$ cat config.mk
export PLATFORM = sky130hd
export DESIGN_NAME = chario_irq_ctl
export DESIGN_NICKNAME = d
export VERILOG_FILES = /design/src/rtl/chario_pkg.sv /design/src/rtl/chario_decode.sv /design/src/rtl/chario_inbuf.sv /design/src/rtl/chario_outbuf.sv /design/src/rtl/chario_irqseq.sv /design/src/rtl/chario_irq_ctl.sv
export SDC_FILE = /design/constraint.sdc
export NUM_CORES = 1
export LEC_CHECK = 0
export BUFFER_PORTS_ARGS = -buffer_cell sky130_fd_sc_hd__buf_2
export CAP_MARGIN = 5
export CORE_MARGIN = 8
export CORE_UTILIZATION = 25
export CTS_CLUSTER_SIZE = 30
export DETAILED_ROUTE_END_ITERATION = 12
export GPL_TIMING_DRIVEN = 1
export SLEW_MARGIN = 20
export SYNTH_ARGS = -nofsm -noshare
export SYNTH_HDL_FRONTEND = slang
export SYNTH_SLANG_ARGS = --single-unit
$ cat constraint.sdc
create_clock -name clk -period 1.4 [get_ports clk]
set_input_delay 0.07 -clock clk [delete_from_list [all_inputs] [get_ports clk]]
set_output_delay 0.07 -clock clk [all_outputs]
set_load 0.05 [all_outputs]
$ cat src/rtl/chario_pkg.sv
package chario_pkg;

    localparam int CHAR_W   = 8;
    localparam int ADDR_W   = 12;
    localparam int WORD_W   = 16;
    localparam int STEP_W   = 3;
    localparam int IR_HI    = 11;
    localparam int IR_LO    = 6;
    localparam int IO_STEP  = 3;
    localparam int IC_STEPS = 3;
    localparam int RET_ADDR = 0;

    localparam int SEL_INP = 11;
    localparam int SEL_OUT = 10;
    localparam int SEL_SKI = 9;
    localparam int SEL_SKO = 8;
    localparam int SEL_ION = 7;
    localparam int SEL_IOF = 6;

    typedef struct packed {
        logic inp;
        logic outp;
        logic ski;
        logic sko;
        logic ion;
        logic iof;
    } io_cmd_t;

    typedef enum logic [1:0] {
        IC_NONE  = 2'd0,
        IC_SAVE  = 2'd1,
        IC_STORE = 2'd2,
        IC_ENTER = 2'd3
    } ic_phase_t;

    function automatic io_cmd_t io_split(input logic [IR_HI:IR_LO] f);
        io_cmd_t c;
        c.inp  = f[SEL_INP];
        c.outp = f[SEL_OUT];
        c.ski  = f[SEL_SKI];
        c.sko  = f[SEL_SKO];
        c.ion  = f[SEL_ION];
        c.iof  = f[SEL_IOF];
        return c;
    endfunction

endpackage

$ cat src/rtl/chario_decode.sv
module chario_decode
    import chario_pkg::*;
#(
    parameter int SW        = STEP_W,
    parameter int EXEC_STEP = IO_STEP
) (
    input  logic [SW-1:0]      step_i,
    input  logic               op_d7_i,
    input  logic               ind_i,
    input  logic [IR_HI:IR_LO] ir_i,
    output logic               exec_o,
    output io_cmd_t            cmd_o
);

    always_comb begin
        exec_o = op_d7_i && ind_i && (step_i == SW'(EXEC_STEP));
        cmd_o  = exec_o ? io_split(ir_i) : '0;
    end

endmodule

$ cat src/rtl/chario_inbuf.sv
module chario_inbuf #(
    parameter int W = 8
) (
    input  logic         clk,
    input  logic         rst,
    input  logic         dev_valid_i,
    input  logic [W-1:0] dev_data_i,
    input  logic         take_i,
    output logic         full_o,
    output logic [W-1:0] data_o
);

    logic         full_q;
    logic [W-1:0] data_q;

    always_ff @(posedge clk) begin
        if (rst) begin
            full_q <= 1'b0;
            data_q <= '0;
        end else if (dev_valid_i && !full_q) begin
            full_q <= 1'b1;
            data_q <= dev_data_i;
        end else if (take_i) begin
            full_q <= 1'b0;
        end
    end

    assign full_o = full_q;
    assign data_o = data_q;

endmodule

$ cat src/rtl/chario_outbuf.sv
module chario_outbuf #(
    parameter int W = 8
) (
    input  logic         clk,
    input  logic         rst,
    input  logic         load_i,
    input  logic [W-1:0] load_data_i,
    input  logic         dev_done_i,
    output logic         idle_o,
    output logic [W-1:0] data_o
);

    logic         idle_q;
    logic [W-1:0] data_q;

    always_ff @(posedge clk) begin
        if (rst) begin
            idle_q <= 1'b1;
            data_q <= '0;
        end else if (load_i) begin
            idle_q <= 1'b0;
            data_q <= load_data_i;
        end else if (dev_done_i && !idle_q) begin
            idle_q <= 1'b1;
        end
    end

    assign idle_o = idle_q;
    assign data_o = data_q;

endmodule

$ cat src/rtl/chario_irqseq.sv
module chario_irqseq
    import chario_pkg::*;
#(
    parameter int SW = STEP_W,
    parameter int AW = ADDR_W,
    parameter int WW = WORD_W
) (
    input  logic          clk,
    input  logic          rst,
    input  logic [SW-1:0] step_i,
    input  logic          flag_any_i,
    input  logic          ion_i,
    input  logic          iof_i,
    input  logic [AW-1:0] pc_i,
    output logic          ien_o,
    output logic          pend_o,
    output logic          vec_sel_o,
    output logic          mem_we_o,
    output logic          pc_clr_o,
    output logic          pc_inc_o,
    output logic          seq_clr_o,
    output logic [WW-1:0] ret_word_o
);

    logic          ien_q;
    logic          pend_q;
    logic [AW-1:0] ret_q;
    ic_phase_t     ph;
    logic          may_arm;

    always_comb begin
        if (!pend_q || step_i >= SW'(IC_STEPS)) begin
            ph = IC_NONE;
        end else begin
            ph = ic_phase_t'(step_i[1:0] + 2'd1);
        end
        may_arm = ien_q && flag_any_i && (step_i >= SW'(IC_STEPS));
    end

    always_ff @(posedge clk) begin
        if (rst) begin
            ien_q  <= 1'b0;
            pend_q <= 1'b0;
            ret_q  <= '0;
        end else begin
            if (ph == IC_SAVE) begin
                ret_q <= pc_i;
            end
            if (ph == IC_ENTER) begin
                ien_q  <= 1'b0;
                pend_q <= 1'b0;
            end else begin
                if (iof_i) begin
                    ien_q <= 1'b0;
                end else if (ion_i) begin
                    ien_q <= 1'b1;
                end
                if (may_arm) begin
                    pend_q <= 1'b1;
                end
            end
        end
    end

    assign ien_o      = ien_q;
    assign pend_o     = pend_q;
    assign vec_sel_o  = (ph != IC_NONE);
    assign mem_we_o   = (ph == IC_STORE);
    assign pc_clr_o   = (ph == IC_STORE);
    assign pc_inc_o   = (ph == IC_ENTER);
    assign seq_clr_o  = (ph == IC_ENTER);
    assign ret_word_o = WW'(ret_q);

endmodule

$ cat src/rtl/chario_irq_ctl.sv
module chario_irq_ctl
    import chario_pkg::*;
#(
    parameter int CW = CHAR_W,
    parameter int AW = ADDR_W,
    parameter int WW = WORD_W,
    parameter int SW = STEP_W
) (
    input  logic               clk,
    input  logic               rst,
    input  logic [SW-1:0]      step_i,
    input  logic               op_d7_i,
    input  logic               ind_i,
    input  logic [IR_HI:IR_LO] ir_i,
    input  logic [CW-1:0]      acc_lo_i,
    output logic               acc_ld_o,
    output logic [CW-1:0]      acc_din_o,
    input  logic [AW-1:0]      pc_i,
    output logic               pc_inc_o,
    output logic               pc_clr_o,
    output logic               seq_clr_o,
    output logic [AW-1:0]      mem_addr_o,
    output logic               mem_we_o,
    output logic [WW-1:0]      mem_wdata_o,
    input  logic               in_valid_i,
    input  logic [CW-1:0]      in_data_i,
    output logic               in_ready_o,
    output logic               out_valid_o,
    output logic [CW-1:0]      out_data_o,
    input  logic               out_done_i,
    output logic               ien_o,
    output logic               irq_o
);

    logic    exec;
    io_cmd_t cmd;
    logic    in_full;
    logic    out_idle;
    logic    vec_sel;
    logic    ic_we, ic_clr, ic_inc, ic_seq;
    logic    skip_hit;

    chario_decode #(.SW(SW), .EXEC_STEP(IO_STEP)) u_dec (
        .step_i  (step_i),
        .op_d7_i (op_d7_i),
        .ind_i   (ind_i),
        .ir_i    (ir_i),
        .exec_o  (exec),
        .cmd_o   (cmd)
    );

    chario_inbuf #(.W(CW)) u_in (
        .clk         (clk),
        .rst         (rst),
        .dev_valid_i (in_valid_i),
        .dev_data_i  (in_data_i),
        .take_i      (cmd.inp),
        .full_o      (in_full),
        .data_o      (acc_din_o)
    );

    chario_outbuf #(.W(CW)) u_out (
        .clk         (clk),
        .rst         (rst),
        .load_i      (cmd.outp),
        .load_data_i (acc_lo_i),
        .dev_done_i  (out_done_i),
        .idle_o      (out_idle),
        .data_o      (out_data_o)
    );

    chario_irqseq #(.SW(SW), .AW(AW), .WW(WW)) u_irq (
        .clk        (clk),
        .rst        (rst),
        .step_i     (step_i),
        .flag_any_i (in_full || out_idle),
        .ion_i      (cmd.ion),
        .iof_i      (cmd.iof),
        .pc_i       (pc_i),
        .ien_o      (ien_o),
        .pend_o     (irq_o),
        .vec_sel_o  (vec_sel),
        .mem_we_o   (ic_we),
        .pc_clr_o   (ic_clr),
        .pc_inc_o   (ic_inc),
        .seq_clr_o  (ic_seq),
        .ret_word_o (mem_wdata_o)
    );

    always_comb begin
        skip_hit    = (cmd.ski && in_full) || (cmd.sko && out_idle);
        acc_ld_o    = cmd.inp;
        pc_inc_o    = skip_hit || ic_inc;
        pc_clr_o    = ic_clr;
        seq_clr_o   = exec || ic_seq;
        mem_we_o    = ic_we;
        mem_addr_o  = vec_sel ? AW'(RET_ADDR) : pc_i;
        in_ready_o  = !in_full;
        out_valid_o = !out_idle;
    end

endmodule

==> flow_metrics.tcl <==
set metrics [dict create \
    wl_um 5001 \
    io_pins 96 \
    io_buffers 91 \
    finalHoldViolCount 0 \
    rsz0062_at_grt "true" \
    n_fill_cell 578 \
    start_util_pct 26.02 \
    multi_input_area_um2 770.7 \
    timing.fmax_mhz 668.7 \
    clock_skew_ns 0.003351 \
    cellPowerDensity_mw_per_mm2 968.0 \
    worstPathArrival_ns 1.43 \
    cts_num_sinks 32 \
    max-slew-margin-rel_pct 63.63 \
    antenna_cells 0 \
    area.sequential_um2 641.9 \
    postSynthCellCount 180 \
    power_leakage_nw 1.098 \
    die_h_um 91.70 \
    grt_start_max_net_pins 17 \
    via_count 1626 \
    drc 0 \
    hp-class "in -> reg" \
    design_area_mm2 0.002328 \
    vias_per_cell 4.580 \
    gp_congestion 0.7718 \
    place.detailed.hpwl_um 3754 \
    grt_usage_pct 11.57 \
    path_clk_slew_ns 0.07 \
    syn-mean-instance-area_um2 7.959 \
    final_cell_mix "buf_2, dfxtp_1, a21oi_1, nand3_1, o21ai_0" \
    final_common_cell "buf_2" \
    dp_slack_ns -0.2306 \
    die_x_um 91.70 \
    coreArea_mm2 0.005507 \
    layout_setup_ws_ns -0.09552 \
    synth_top_area_share_pct 44.72 \
    root_buffer "clkbuf_8" \
    drive_above_1_share_pct 47.00 \
    syn_to_final_growth_pct 62.53 \
    worst_setup_path_end_kind "output pin" \
    first_pass_iters 4 \
    ant_nets 0 \
    peakVddDrop_mv 0.5400 \
    dpl_cell_area_mm2 0.002036 \
    syn_area_mm2 0.001433 \
    worst_pin_slew_ns 0.5444 \
    setup_violations 12 \
    synth-async-reset-ratio_pct 0 \
    nets 326 \
    fin_util_pct 42.29 \
    violations "negative setup slack" \
    cts_made_buffers 5 \
    synthTopCellsByArea "dfxtp_1, a21oi_1, o21ai_0" \
    synth_top_cell_by_area "dfxtp_1" \
    rows 27 \
    grt_pass1_vias 1641 \
    grt_pass1_wl_um 8079 \
    yosysSeqAreaShare_pct 44.72 \
    cp-start-kind "flop" \
    status "finished with violations" \
    ys_types 29 \
    synth_ff_type "dfxtp_1" \
    slew_viol_final 0 \
    antenna_found_initial 0 \
    die_area_mm2 0.008409 \
    finalWorstPathRequiredPeriod_ns 1.496 \
    clk_latency_ns 0.28 \
    crit_type "reg -> out" \
    htree_levels 2 \
    ys_ff_latch 32 \
    finalPower_mw 2.254 \
    cts_tree "done" \
    worst-endpoint-required_ns 1.33 \
    yosys_warnings 0 \
    post-route-period-util_pct 106.8 \
    drt_iter0_drc 45 \
    overflow 0 \
    wl_per_cell_um 14.09 \
    critPathMaxFanout 5 \
    cts_buffer_depth 2 \
    synth-edff-count 0 \
    cap_viol_max_count 0 \
]
[critical path: stages (launching register included)]
cell and delay, ns:
dfxtp_2 0.34, inv_2 0.05, a2111oi_4 0.23, buf_6 0.17, and2b_1 0.20, buf_6 0.15
[kinds of logic (layout without fill, tap and decap cells)]
logic type	count (synthesis)	after routing	synth area share [%]
adders and majority gates	1	1	0.8732
DFF	32	32	44.72
and+or+nand+nor	67	67	25.15
other	1	4	0.2618
AOI/OAI and AO/OA	58	58	21.57
buffers and inverters	21	121	7.423
[layout make-up]
cell class	instances	share of cell area, %
multi-input combinational	130	33.10
timing repair buffer	109	30.20
sequential	32	27.57
tap	72	3.869
clock buffer	6	3.117
clock inverter	2	1.505
inverter	4	0.6448
[metal layers]
metal  up-vias  wire, um  track usage (%)
li1        814         -                -
met5         -         0                0
met3         6       480            5.216
met4         0        38            2.819
met1       740      2134            13.31
met2        66      2348            19.15
[power breakdown]
part	switching, mW	internal [mW]
Sequential	0.0111	0.928
Clock	0.342	0.528
Combinational	0.287	0.158
[flip-flops by register name (all words and copies together), names as in the netlist]
signal        count
u_in.data_o       8
u_irq.pend_o      1
u_irq.ien_o       1
u_irq.ret_q      12
u_out.idle_o      1
u_in.full_o       1
u_out.data_o      8
[worst paths after layout]
path | from | end | slack [ns] | depth (start not counted)
hold reg to reg | u_in.data_o[7]$_SDFFE_PP0P_ | u_in.data_o[7]$_SDFFE_PP0P_ | 0.45 | 2
setup / recovery | u_irq.pend_o$_SDFFE_PP0P_ | mem_addr_o[11] | -0.1 | 5
setup reg to reg | u_irq.pend_o$_SDFFE_PP0P_ | u_irq.ret_q[10]$_SDFFE_PP0N_ | 0.11 | 5
hold / removal | in_data_i[1] | u_in.data_o[1]$_SDFFE_PP0P_ | 0.02 | 3
[cell usage after synthesis (all sizes together) (2+ instances only)]
cell type  number
buf            11
dfxtp          32
nand2b          3
nor2b          12
clkbuf          6
nor2            2
o21ai          23
and2            2
a211oi          2
nand2          18
a21oi          30
and2b           2
nand3          21
inv             4
[per-stage QoR]
stage	cells	setup TNS [ns]	hold slack, ns
after floorplan	183	-0.4777	0.2060
after global placement	343	-1.538	0.3140
after detailed placement	343	-2.084	0.3178
after CTS	353	-1.346	0.01557
after global routing	355	-1.765	0.01638
final	355	-0.7022	0.02209
[what timing repair did]
| action | 4_1_cts | 5_1_grt |
|---|---|---|
| endpoints found under the setup margin | 14 | 13 |
| pin swaps | 2 | 0 |
| gates resized for setup | 28 | 24 |
| gates cloned | 1 | 0 |
| hold buffers | 0 | 0 |
| setup buffers | 1 | 2 |
Power figures use the tool's default switching activity.
